===== src/rtl/pwm_chan_pkg.sv =====
package pwm_chan_pkg;
  localparam int unsigned WORD_W    = 32;
  localparam int unsigned SCALE_LSB = 0;
  localparam int unsigned DUTY_LSB  = 16;
  localparam int unsigned FULL_BIT  = 24;
  localparam int unsigned EN_BIT    = 31;

  // bits that hold state; the rest read as zero
  function automatic logic [WORD_W-1:0] ctrl_mask(int unsigned scale_w, int unsigned duty_w);
    logic [WORD_W-1:0] m;
    m = '0;
    for (int i = 0; i < int'(scale_w); i++) m[SCALE_LSB+i] = 1'b1;
    for (int i = 0; i < int'(duty_w); i++)  m[DUTY_LSB+i]  = 1'b1;
    m[FULL_BIT] = 1'b1;
    m[EN_BIT]   = 1'b1;
    return m;
  endfunction
endpackage


===== src/rtl/pwm_ctrl_reg.sv =====
module pwm_ctrl_reg
  import pwm_chan_pkg::*;
#(
  parameter int unsigned SCALE_W = 13,
  parameter int unsigned DUTY_W  = 8
) (
  input  logic              clk_i,
  input  logic              rst_ni,
  input  logic              wr_en_i,
  input  logic [WORD_W-1:0] wr_data_i,
  output logic [WORD_W-1:0] cfg_o
);
  localparam logic [WORD_W-1:0] MASK = ctrl_mask(SCALE_W, DUTY_W);

  logic [WORD_W-1:0] cfg_q;

  always_ff @(posedge clk_i or negedge rst_ni) begin
    if (!rst_ni)      cfg_q <= '0;
    else if (wr_en_i) cfg_q <= wr_data_i & MASK;
  end

  assign cfg_o = cfg_q;
endmodule


===== src/rtl/pwm_tick_div.sv =====
module pwm_tick_div #(
  parameter int unsigned SCALE_W = 13
) (
  input  logic               clk_i,
  input  logic               rst_ni,
  input  logic               clear_i,
  input  logic [SCALE_W-1:0] scale_i,
  output logic [SCALE_W-1:0] cnt_o,
  output logic               tick_o
);
  logic [SCALE_W-1:0] cnt_q;

  assign tick_o = (cnt_q == scale_i);

  always_ff @(posedge clk_i or negedge rst_ni) begin
    if (!rst_ni)      cnt_q <= '0;
    else if (clear_i) cnt_q <= '0;
    else if (tick_o)  cnt_q <= '0;
    else              cnt_q <= cnt_q + 1'b1;
  end

  assign cnt_o = cnt_q;
endmodule


===== src/rtl/pwm_period_cnt.sv =====
module pwm_period_cnt #(
  parameter int unsigned DUTY_W = 8
) (
  input  logic              clk_i,
  input  logic              rst_ni,
  input  logic              clear_i,
  input  logic              tick_i,
  output logic [DUTY_W-1:0] cnt_o
);
  logic [DUTY_W-1:0] cnt_q;

  // wraps after 2**DUTY_W ticks
  always_ff @(posedge clk_i or negedge rst_ni) begin
    if (!rst_ni)      cnt_q <= '0;
    else if (clear_i) cnt_q <= '0;
    else if (tick_i)  cnt_q <= cnt_q + 1'b1;
  end

  assign cnt_o = cnt_q;
endmodule


===== src/rtl/pwm_cmp.sv =====
module pwm_cmp #(
  parameter int unsigned DUTY_W = 8
) (
  input  logic              en_i,
  input  logic              full_i,
  input  logic [DUTY_W-1:0] duty_i,
  input  logic [DUTY_W-1:0] pos_i,
  output logic              pwm_o
);
  assign pwm_o = en_i & (full_i | (pos_i < duty_i));
endmodule


===== src/rtl/pwm_prescaled_chan.sv =====
module pwm_prescaled_chan
  import pwm_chan_pkg::*;
#(
  parameter int unsigned SCALE_W = 13,
  parameter int unsigned DUTY_W  = 8
) (
  input  logic        clk_i,
  input  logic        rst_ni,
  input  logic        wr_en_i,
  input  logic [31:0] wr_data_i,
  output logic [31:0] rd_data_o,
  output logic        pwm_o
);
  logic [WORD_W-1:0]  cfg;
  logic               en, full, clr, tick;
  logic [SCALE_W-1:0] scale, div_cnt;
  logic [DUTY_W-1:0]  duty, per_cnt;

  pwm_ctrl_reg #(.SCALE_W(SCALE_W), .DUTY_W(DUTY_W)) u_reg (
    .clk_i(clk_i), .rst_ni(rst_ni), .wr_en_i(wr_en_i),
    .wr_data_i(wr_data_i), .cfg_o(cfg)
  );

  assign en    = cfg[EN_BIT];
  assign full  = cfg[FULL_BIT];
  assign duty  = cfg[DUTY_LSB +: DUTY_W];
  assign scale = cfg[SCALE_LSB +: SCALE_W];
  // a write or a disabled channel restarts the period
  assign clr   = wr_en_i | ~en;

  pwm_tick_div #(.SCALE_W(SCALE_W)) u_div (
    .clk_i(clk_i), .rst_ni(rst_ni), .clear_i(clr), .scale_i(scale),
    .cnt_o(div_cnt), .tick_o(tick)
  );

  pwm_period_cnt #(.DUTY_W(DUTY_W)) u_per (
    .clk_i(clk_i), .rst_ni(rst_ni), .clear_i(clr), .tick_i(tick),
    .cnt_o(per_cnt)
  );

  pwm_cmp #(.DUTY_W(DUTY_W)) u_cmp (
    .en_i(en), .full_i(full), .duty_i(duty), .pos_i(per_cnt), .pwm_o(pwm_o)
  );

  assign rd_data_o = cfg;
endmodule


===== config.mk =====
export PLATFORM = sky130hd
export DESIGN_NAME = pwm_prescaled_chan
export DESIGN_NICKNAME = d
export VERILOG_FILES = /design/src/rtl/pwm_chan_pkg.sv /design/src/rtl/pwm_ctrl_reg.sv /design/src/rtl/pwm_tick_div.sv /design/src/rtl/pwm_period_cnt.sv /design/src/rtl/pwm_cmp.sv /design/src/rtl/pwm_prescaled_chan.sv
export SDC_FILE = /design/constraint.sdc
export NUM_CORES = 1
export LEC_CHECK = 0
export BUFFER_PORTS_ARGS = -buffer_cell sky130_fd_sc_hd__buf_2
export CORE_MARGIN = 1.5
export CORE_UTILIZATION = 51
export DETAILED_ROUTE_END_ITERATION = 10
export PLACE_DENSITY = 0.77
export SKIP_LAST_GASP = 1
export SLEW_MARGIN = 10
export SYNTH_ARGS = -nofsm -noshare
export SYNTH_HDL_FRONTEND = slang
export SYNTH_HIERARCHICAL = 1
export SYNTH_SLANG_ARGS = --single-unit

===== constraint.sdc =====
create_clock -name clk_i -period 2.4 [get_ports clk_i]
set_input_delay 0.24 -clock clk_i [delete_from_list [all_inputs] [get_ports clk_i]]
set_output_delay 0.24 -clock clk_i [all_outputs]
set_load 0.01 [all_outputs]

# After elaboration in Yosys (flattened, before gate mapping)
# Cells that the tools add are included.
[word_totals] input_bits=35 elab_cells=16 out_inout_bits=33 register_bits=44
[classes] addsub=2 n_mux=4 magnitude_cmp=1 bitwise=4 reduce_logical=1 eq_ne=1
[op_table] operator="two-way mux 13 bit" n=2
[op_table] operator="two-way mux 8 bit" n=2
[op_table] operator="adder 13 x 1 -> 13 bit, second input constant" n=1
[op_table] operator="equality test 13 bit" n=1
[op_table] operator="adder 8 x 1 -> 8 bit, second input constant" n=1
[op_table] operator="< comparator 8 bit" n=1
[op_table] operator="OR 1 bit" n=2
[op_table] operator="nonzero test 2 bit" n=1
[op_table] operator="bitwise AND 1 bit" n=1
[op_table] operator="inverter 1 bit" n=1

# Logic depth before layout (Yosys ltp)
# Gate-level depths: netlist of run 1.
[logic_depth] depth_word=3 ltp_mapped=9 depth_no_buf=6

# Modules after synthesis
# Netlist of run 1, hierarchy kept.
[by_module_without_submodules] mod="pwm_ctrl_reg" seq_area_each_um2=575.6 area_per_inst_um2=928.4 n_inst=1 cells_each=58
[by_module_without_submodules] mod="pwm_tick_div" seq_area_each_um2=325.3 area_per_inst_um2=788.3 n_inst=1 cells_each=77
[by_module_without_submodules] mod="pwm_period_cnt" seq_area_each_um2=200.2 area_per_inst_um2=396.6 n_inst=1 cells_each=37
[by_module_without_submodules] mod="pwm_cmp" seq_area_each_um2=0.0 area_per_inst_um2=190.2 n_inst=1 cells_each=25
[by_module_without_submodules] mod="pwm_prescaled_chan" seq_area_each_um2=0.0 area_per_inst_um2=6.3 n_inst=1 cells_each=1

# Worst setup path before layout of run 1
# OpenSTA, ideal clock, no wires.
[synth_timing] path_kind="reg-to-reg" startpoint="reg u_reg.cfg_q[10], in the netlist u_reg/cfg_o[10]" endpoint="reg u_per.cnt_q[5], in the netlist u_per/cnt_o[5]" t_arrival_ns=2.029 period_less_slack_ns=2.106 t_required_ns=2.323 path_buffers=2 setup_ns=0.077 setup_slack_ns=0.294 path_stages_with_launch=9 path_cell_list="dfrtp_1 > xnor2_1 > nand3_1 > nor4_4 > buf_6 > buf_4 > o2111ai_4 > or3_1 > a21oi_1"
[synth_between] elab_chain_cells=2
[synth_rtl] item="start: declaration" line="pwm_ctrl_reg.sv:15" text="logic [WORD_W-1:0] cfg_q;"
[synth_rtl] item="start signal: assignment" line="pwm_ctrl_reg.sv:19" text="else if (wr_en_i) cfg_q <= wr_data_i & MASK;"
[synth_rtl] item="equality test 13 bit" line="pwm_tick_div.sv:13" text="assign tick_o = (cnt_q == scale_i);"
[synth_rtl] item="net tick" line="pwm_prescaled_chan.sv:15" text="logic en, full, clr, tick;"
[synth_rtl] item="nonzero test 2 bit (no source line)"
[synth_rtl] item="end signal: assignment" line="pwm_period_cnt.sv:16" text="else if (tick_i) cnt_q <= cnt_q + 1'b1;"
[synth_rtl] item="end: declaration" line="pwm_period_cnt.sv:10" text="logic [DUTY_W-1:0] cnt_q;"
# The timed path passes the listed nets, and every way through them passes these cells.
# A chain may end at the register's enable or synchronous reset.

# Worst setup path after layout of run 1
[layout_timing] startpoint="reg u_div.cnt_q[11], in the netlist u_div/cnt_o[11]" endpoint="reg u_per.cnt_q[5], in the netlist u_per/cnt_o[5]"
[layout_between] elab_chain_cells=2
[layout_rtl] item="start: declaration" line="pwm_tick_div.sv:11" text="logic [SCALE_W-1:0] cnt_q;"
[layout_rtl] item="start signal: assignment" line="pwm_tick_div.sv:19" text="else cnt_q <= cnt_q + 1'b1;"
[layout_rtl] item="equality test 13 bit" line="pwm_tick_div.sv:13"
[layout_rtl] item="net tick" line="pwm_prescaled_chan.sv:15"
[layout_rtl] item="nonzero test 2 bit (no source line)"
# The timed path passes the listed nets, and every way through them passes these cells.

==> results.txt, run 1 <==
outcome = completed
Reg2Reg Depth = 7
First-pass DRT Iterations = 5
Cells after DPL = 295
Post-synth EDFFs = 0
CP endpoint kind = register
maxcap violations = 0
Reg power frac = 54.2%
RSZ-0062 raised after global routing = no
slew margin rel. = 35.70%
worst clock skew = 4.602 ps
leak pwr = 0.001190 µW
die area = 4941 µm²
FFs w/ async S/R, synth = 100.0%
Post-CTS Setup Bufs = 0
Skew-Pair Late Insertion Delay = 300 ps
final setup fails = 0
root buffer selected by CTS = clkbuf_8
synthesis-stage register bit count = 44
Total Routed Length = 4167 µm
Fmax = 0.4785 GHz
DRT antenna net count = 0
clock transition at the registers of the reported paths = 80 ps
ranking of synthesized cells by area = dfrtp_1, mux2_2, xnor2_1, ha_1, buf_4
most common cell in the netlist = dfrtp_1
H-Tree Depth = 2
cells resized by post-CTS repair = 0
first-pass GRT wire length = 7265 µm
Overflow after GRT = 0
clock power share = 31.2%
Crit Path Max Fanout = 16
power density over the cells = 568.8 nW/µm²
Critical Path Source Type = register
main flop type after synthesis = dfrtp_1
Initial DRC Count = 81
FF-to-FF setup slack = 310 ps
Sink Count = 44
Avg Cell Area, Syn = 11.67 µm²
Core Area = 4354 µm²
GR Util All Layers = 18.58%
DR DRC count = 0
Longest Clk Path Bufs = 2
wire per inst = 13.75 µm
CTS tree = done
Yosys Warn Count = 6
total power = 1512 µW
Tmin final = 2090 ps
PortBufs = 49
Starting Density = 53.05%
layout cells sized above 1 = 35.86%
Worst-Margin Slew = 964.5 ps
final hold vios = 0
hold crit path type = primary input to asynchronous set/reset pin
area leader, netlist = dfrtp_1
Inserted Diodes = 0
max-slew violations = 0
initial antenna violation count = 0
Ports = 68
Synth top area share = 47.67%
Critical Path RT = 2630 ps
Area growth, synth to finish = 15.06%
origin of the critical flop-to-flop path = u_div/cnt_o[11]
site row count = 24
top post-synthesis cells by count = dfrtp_1, mux2_2, xnor2_1, nor3_1, buf_4
hpwl dp = 3007 µm
CTS buffer count = 5
DIE HEIGHT = 70.30 µm
Layout Nets = 294
R2R Path End = u_per/cnt_o[5]
vias post-DR = 1,615
GPL Wtd Cong = 0.7600
sw power = 386.6 µW
routed vias/inst = 5.330
Comb pwr share = 14.5%
Synth cell types = 33
vias in the first global route = 1,569
Worst EP arrival = 2320 ps
final setup TNS = 0 ps
cell area after synthesis = 2310 µm²
sw frac = 25.58%
Post-Route Utilization = 61.03%
largest net degree at the start of global routing = 45
VDD IR max = 0.3807 mV
Pint = 1125 µW
final cell count without fillers = 303
Die Width = 70.30 µm
Seq/Total Area, Yosys = 47.67%
WS Path Type = register to register
# hold bufs at CTS = 0
Synth Instances = 198
Period Utilization, post-route = 87.07%
[placed cells by master, fill, tap and decap left out, types with 2 or more instances in the layout]
master	n
xnor2_1	22
nand4_1	5
nor2_1	8
buf_4	3
clkbuf_1	2
or3_1	3
nor3_1	13
conb_1	9
nand3_1	7
buf_2	49
ha_1	9
o21ai_0	4
dfrtp_1	44
a21oi_1	6
xor2_1	6
nand2_1	8
clkbuf_8	6
inv_1	8
mux2_2	23
nor3_2	2
[critical path, cell delays in order, from the launching register on]
cell	delay, ps
dfrtp_1	420
xnor2_1	240
nand3_1	150
nor4_4	370
buf_12	200
o2111ai_4	140
or3_1	370
a21oi_1	140
[final cells by class]
class / instances / area [µm²]
Fill cell: 349 / 1697
Sequential cell: 44 / 1101
Multi-Input combinational cell: 138 / 1084
Timing Repair Buffer: 53 / 287.8
Clock buffer: 8 / 90.09
Tap cell: 52 / 65.06
Inverter: 8 / 30.03
[metal layers]
metal	wire [µm]	vias up	track usage, %
li1	-	766	-
met3	190	5	4.618
met2	1892	47	28.62
met4	57	0	5.769
met5	0	-	0
met1	2026	797	25.98
[per-stage QoR]
| stage | instance area, µm² | setup slack (ps) | hold slack [ps] |
|---|---|---|---|
| after floorplan | 2340 | 293.6 | -55.59 |
| after global placement | 2567 | 344.9 | 445.8 |
| after detailed placement | 2567 | 332.6 | 449.5 |
| after CTS | 2658 | 306.0 | 125.5 |
| after global routing | 2658 | 107.7 | 163.0 |
| final | 2658 | 310.3 | 89.04 |
[logic make-up after synthesis]
| kind of cell | synth area share, % |
|---|---|
| AOI/OAI and AO/OA | 4.497 |
| and+or+nand+nor | 13.81 |
| DFF | 47.67 |
| other | 0.1624 |
| adders and majority gates | 4.875 |
| xor gates and xnor gates | 10.62 |
| buffers and inverters | 6.717 |
| muxes | 11.65 |
[worst max-delay path by stage]
| stage | start | endpoint | slack, ps | depth (start not counted) |
|---|---|---|---|---|
| floorplan | u_reg/cfg_o[10] | u_per/cnt_o[5] | 290 | 8 |
| global placement | u_div/cnt_o[11] | u_per/cnt_o[7] | 340 | 7 |
| detailed placement | u_div/cnt_o[4] | u_per/cnt_o[5] | 330 | 7 |
| CTS | u_div/cnt_o[5] | u_per/cnt_o[5] | 310 | 7 |
| global route | u_div/cnt_o[4] | u_per/cnt_o[5] | 110 | 7 |
| finish | u_div/cnt_o[11] | u_per/cnt_o[5] | 310 | 7 |
[power by group through the flow]
stage / Combinational (µW) / Sequential, µW / Clock, µW
2_1_floorplan: 122 / 849 / 0
3_3_place_gp: 216 / 834 / 0
3_5_place_dp: 220 / 836 / 0
4_1_cts: 222 / 821 / 484
5_1_grt: 242 / 829 / 511
6_report: 219 / 820 / 472
[registers in the layout, summed over array words and instances, names as in the netlist]
register,cells
u_div/cnt_o,13
u_per/cnt_o,8
u_reg/cfg_o,23
Note: power is estimated with default switching activity, not from simulation.
==> run 2: changes to the inputs <==
--- a/config.mk
+++ b/config.mk
@@ -5,11 +5,12 @@
 export SDC_FILE = /design/constraint.sdc
 export NUM_CORES = 1
 export LEC_CHECK = 0
+export ABC_AREA = 1
 export BUFFER_PORTS_ARGS = -buffer_cell sky130_fd_sc_hd__buf_2
 export CORE_MARGIN = 1.5
-export CORE_UTILIZATION = 51
+export CORE_UTILIZATION = 40
 export DETAILED_ROUTE_END_ITERATION = 10
-export PLACE_DENSITY = 0.77
+export PLACE_DENSITY = 0.61
 export SKIP_LAST_GASP = 1
 export SLEW_MARGIN = 10
 export SYNTH_ARGS = -nofsm -noshare
==> run 2 against run 1 <==
Effect of this change:
- hold slack better by 40 ps
- synthesized area increased by 12%
- sequential cell count unchanged
- count of clock-buffer cells in the layout decreased by 3
- die area grew 41%
- non-clock buffer count unchanged
- design area grew 12%
- critical path type is now register to primary output
- critical endpoint is now pwm_o
- highest routed layer unchanged
==> results.txt, run 2 <==
outcome = completed
wire per inst = 11.10 µm
layout cells sized above 1 = 18.75%
PortBufs = 49
Synth Instances = 363
CTS buffer count = 5
hpwl dp = 3951 µm
Post-CTS Setup Bufs = 0
Setup crit start = u_per/cnt_o[3]
commonest non-fill, non-tap cells in the layout = nand2_1, inv_1, buf_2
Fmax = 0.5083 GHz
Longest Clk Path Bufs = 2
# fillers = 685
most common cell in the netlist = nand2_1
Seq/Total Area, Yosys = 42.59%
DR DRC count = 0
ranking of synthesized cells by area = dfrtp_1, nand2_1, inv_1, nor2_1, ha_1
Compound-Gate Fraction of Synth Area = 4.405%
DRT antenna net count = 0
Starting Density = 40.94%
Inserted Diodes = 0
Total Routed Length = 5471 µm
Initial DRC Count = 130
Yosys Warn Count = 6
Crit Path Max Fanout = 9
CTS tree = done
final setup TNS = 0 ps
Die Width = 83.39 µm
post-synthesis simple-gate area fraction = 35.09%
Core Area = 6314 µm²
max-slew violations = 0
worst clock skew = 11.82 ps
Worst EP arrival = 1730 ps
FFs w/ async S/R, synth = 100.0%
final setup fails = 0
Overflow after GRT = 0
RSZ-0062 raised after global routing = no
GPL Wtd Cong = 0.8583
CP endpoint kind = primary output
WS Path Type = register to primary output
H-Tree Depth = 2
cells resized by post-CTS repair = 0
Tmin final = 1967 ps
post-synthesis mux area share = 0%
final hold vios = 0
clock transition at the registers of the reported paths = 90 ps
leak pwr = 0.001652 µW
DIE HEIGHT = 83.39 µm
total power = 1610 µW
vias post-DR = 2,254
hold path start = wr_data_i[4]
synthesis-stage register bit count = 44
GR Util All Layers = 16.78%
Synth top area share = 42.59%
main flop type after synthesis = dfrtp_1
area leader, netlist = dfrtp_1
Sink Count = 44
Synth cell types = 24
root buffer selected by CTS = clkbuf_8
commonest non-fill, non-tap cell in the layout = nand2_1
Post-Synth XOR/XNOR Area = 0.3388%
top post-synthesis cells by count = nand2_1, inv_1, dfrtp_1, nor2_1, nand3_1
largest net degree at the start of global routing = 45
pre-CTS WS = 706.2 ps
vias in the first global route = 2,084
Avg Cell Area, Syn = 7.121 µm²
power density over the cells = 540.1 nW/µm²
Layout Nets = 459
Post-Synth Adder-Cell Area = 4.356%
post-route setup slack = 432.8 ps
maxcap violations = 0
Critical Path RT = 2160 ps
Area growth, synth to finish = 15.34%
origin of the critical flop-to-flop path = u_div/cnt_o[2]
# hold bufs at CTS = 1
die area = 6954 µm²
largest family of logic cells by synthesized area = simple AND/OR/NAND/NOR gates
flip-flop count of the largest register after layout = 23
routed vias/inst = 4.572
initial antenna violation count = 0
cell area after synthesis = 2585 µm²
Post-synth EDFFs = 0
Critical Path Source Type = register
Ports = 68
hold crit path type = primary input to register
Skew-Pair Late Insertion Delay = 300 ps
VDD IR max = 0.2671 mV
site row count = 29
First-pass DRT Iterations = 5
Period Utilization, post-route = 81.97%
first-pass GRT wire length = 9473 µm
run 2: changes by cell type in the layout (fill, tap and decap cells not counted), moves of 6 or more:
cell / delta
mux2_2: -23
xnor2_1: -21
nor2_2: +6
nor3_1: -11
nand2_1: +140
nor2_1: +23
inv_1: +44
xor2_1: -6
nand3_1: +7
run 2: path summary, 6_finish.rpt:
check	to	slack (ps)	cells after the start
setup / recovery	pwm_o	430	7
hold / removal	u_reg/cfg_o[4]	130	3
setup reg to reg	u_per/cnt_o[5]	660	13
hold reg to reg	u_reg/cfg_o[23]	500	2
max in group asynchronous	u_per/cnt_o[2]	1730	3
min in group asynchronous	u_reg/cfg_o[4]	420	3
run 2: area by class of cell:
cell class              instances  area [µm²]  area share (%)
clock buffers                   5       68.82           2.308
inverters                      55       206.4           6.924
clock inverters                 3       42.54           1.427
repair buffers                 53       290.3           9.736
well taps                      77       96.34           3.231
multi-input cells             256        1176           39.45
flip-flops and latches         44        1101           36.93
run 2: kinds of logic after synthesis:
logic type | after synthesis
simple gates | 216
buf+inv | 71
xor+xnor | 1
flops | 44
other cells | 1
compound gates | 21
fa+ha+maj | 9
run 2: layer usage:
metal	track usage (%)	vias to the layer above	part of all wire (%)
li1	-	1184	-
met1	23.14	1006	50
met2	25.65	56	44
met3	3.678	8	4.1
met4	6.667	0	1.8
met5	0	-	0
run 2: critical path: stages (launching register included):
cell and delay, ps:
dfrtp_1 490, ha_1 340, a21oi_1 150, nand2_1 90, nand2_1 70, nand2_1 60
a21oi_2 100, buf_2 140
run 2: metrics by stage:
step	std cells	utilization (%)	cell area, µm²	hold WS (ps)
CTS	493	47.23	2982	121.2
global route	493	47.23	2982	133.3
global placement	484	45.30	2860	240.8
finish	493	47.23	2982	129.4
floorplan	371	-	2615	-55.59
detailed placement	484	45.30	2860	243.7
run 2: power breakdown:
group          switching, µW  leakage (µW)  internal [µW]
Combinational            138       0.00102           87.4
Clock                    266     0.0000541            308
Sequential              33.9      0.000573            777
Total                    438       0.00165           1170
==> run 3: changes to the inputs <==
==> constraint.sdc (replaced) <==
create_clock -name clk_i -period 1.9 [get_ports clk_i]
set_input_delay 0.19 -clock clk_i [delete_from_list [all_inputs] [get_ports clk_i]]
set_output_delay 0.19 -clock clk_i [all_outputs]
set_load 0.01 [all_outputs]
==> run 3 against run 2 <==
Effect of this change:
- via count grew 0.58%
- sequential power increased by 26%
- die area did not move
==> results.txt, run 3 (synthesis gave the netlist of run 2 again) <==
clock transition at the registers of the reported paths = 80 ps
Period Utilization, post-route = 94.46%
Layout Nets = 465
met2 Use GR = 27.27%
Total Routed Length = 5674 µm
Post-Route Utilization = 48.49%
final hold vios = 0
flip-flop count of the largest register after layout = 23
# fillers = 677
GR Util All Layers = 16.82%
Crit Path Max Fanout = 3
root buffer selected by CTS = clkbuf_8
DR DRC count = 0
CP delay by family, top = flip-flops
R2R Path End = u_per/cnt_o[7]
Reg power frac = 53.3%
vias post-DR = 2,267
maxcap violations = 0
PortBufs = 49
commonest non-fill, non-tap cell in the layout = nand2_1
crit path cell chain = inv_1 -> ha_1 -> a21oi_2 -> o21a_1 -> nand2_1 -> a21oi_2 -> buf_2
commonest non-fill, non-tap cells in the layout = nand2_1, inv_1, buf_2
slowest CP cell = dfrtp_1
Cells after DPL = 484
Initial DRC Count = 83
die area = 6954 µm²
post-route setup slack = 105.3 ps
Worst EP arrival = 1600 ps
Reg2Reg Depth = 13
power density over the cells = 627.3 nW/µm²
GPL Wtd Cong = 0.8377
site row count = 29
Multi-input gate area = 1229 µm²
Pint = 1395 µW
hold crit path type = primary input to register
Ports = 68
Skew-Pair Late Insertion Delay = 290 ps
Worst-Margin Slew = 534.1 ps
Setup crit start = u_reg/cfg_o[21]
origin of the critical flop-to-flop path = u_div/cnt_o[8]
First-pass DRT Iterations = 4
Reg area = 1105 µm²
Worst Path Buf+Inv = 2
WP depth = 7
Worst path max stage delay = 380 ps
Sink Count = 44
pre-CTS WS = 260.0 ps
DIE HEIGHT = 83.39 µm
Fmax = 0.5572 GHz
final setup fails = 0
sw power = 525.2 µW
Die Width = 83.39 µm
outcome = completed
CP endpoint kind = primary output
sw frac = 27.35%
placed cell areas = 2860 µm²
Critical Path RT = 1710 ps
CP most frequent cell = a21oi_2
Starting Density = 40.94%
Area growth, synth to finish = 18.44%
Longest Clk Path Bufs = 2
Overflow after GRT = 0
vias in the first global route = 2,084
met3 usage = 2.386%
design area = 3062 µm²
worst setup path endpoint = pwm_o
Inserted Diodes = 0
total power = 1921 µW
clock power share = 31.1%
Critical Path Source Type = register
layout cells sized above 1 = 22.75%
Tmin final = 1795 ps
FF-to-FF setup slack = 190 ps
final cell count without fillers = 499
Comb pwr share = 15.6%
global routing's busiest layer = met2
leak pwr = 0.001668 µW
Core Area = 6314 µm²
largest net degree at the start of global routing = 25
VDD IR max = 0.3078 mV
max-slew violations = 0
hpwl dp = 4050 µm
initial antenna violation count = 0
H-Tree Depth = 2
met1 Usage GRT = 23.60%
first-pass GRT wire length = 9542 µm
routed vias/inst = 4.543
slew margin rel. = 64.39%
CTS tree = done
wire per inst = 11.37 µm
CTS buffer count = 5
worst clock skew = 3.897 ps
WS Path Type = register to primary output
DRT antenna net count = 0
==> run 3: cell count changes in the layout (fill, tap and decap cells not counted), moves of 2 or more <==
cell      change
dfrtp_1       -3
ha_4          +3
nand2_2       +3
buf_4         +6
a21oi_1       -2
nand2_1       -3
a21oi_2       +2
clkbuf_1      +2
ha_1          -3
dfrtp_2       +3
inv_1         -3
inv_2         +3
==> run 3: final cells by class <==
class / instances / share of cell area (%)
Inverter: 55 / 6.743
Clock buffer: 8 / 2.942
Timing Repair Buffer: 59 / 10.95
Sequential cell: 44 / 36.08
Tap cell: 77 / 3.147
Multi-Input combinational cell: 256 / 40.13
==> run 3: per-stage QoR <==
| stage | hold WS [ps] | setup TNS, ps |
|---|---|---|
| after global routing | 97.66 | -4.601 |
| final | 94.33 | 0 |
| after CTS | 81.93 | 0 |
| after detailed placement | 200.0 | 0 |
| after global placement | 199.4 | 0 |
| after floorplan | -105.6 | 0 |
==> run 3: timing repair <==
action	CTS	global route
hold buffers	1	0
setup buffers	1	5
pin swaps	0	8
endpoints found under the hold margin	20	0
setup endpoints to repair	1	1
resized for setup	2	12
==> run 3: power by group through the flow <==
| stage | combinational, µW | clock (µW) | sequential [µW] |
|---|---|---|---|
| 3_5_place_dp | 288 | 0 | 1040 |
| 3_3_place_gp | 284 | 0 | 1040 |
| 2_1_floorplan | 158 | 0 | 1060 |
| 5_1_grt | 342 | 664 | 1030 |
| 4_1_cts | 290 | 633 | 1030 |
| 6_report | 299 | 598 | 1020 |
==> run 3: tightest hold or removal path, delay by kind of cell <==
family	cells	cell delay (ps)
buf+inv	1	70
simple gates	2	90
==> run 3: worst min-delay path by stage <==
stage	cells past startpoint	startpoint	slack (ps)	end
3_3_place_gp	1	rst_ni	200	u_reg/cfg_o[4]
5_1_grt	3	wr_data_i[22]	100	u_reg/cfg_o[22]
3_5_place_dp	1	rst_ni	200	u_div/cnt_o[9]
6_report	3	wr_data_i[24]	90	u_reg/cfg_o[24]
2_1_floorplan	0	rst_ni	-110	u_div/cnt_o[0]
4_1_cts	3	wr_data_i[24]	80	u_reg/cfg_o[24]
==> run 3: routing by layer <==
metal  part of all wire [%]  vias to the layer above
li1                       -                     1191
met1                     49                     1014
met2                     46                       58
met3                    4.3                        4
met4                   0.67                        0
met5                      0                        -
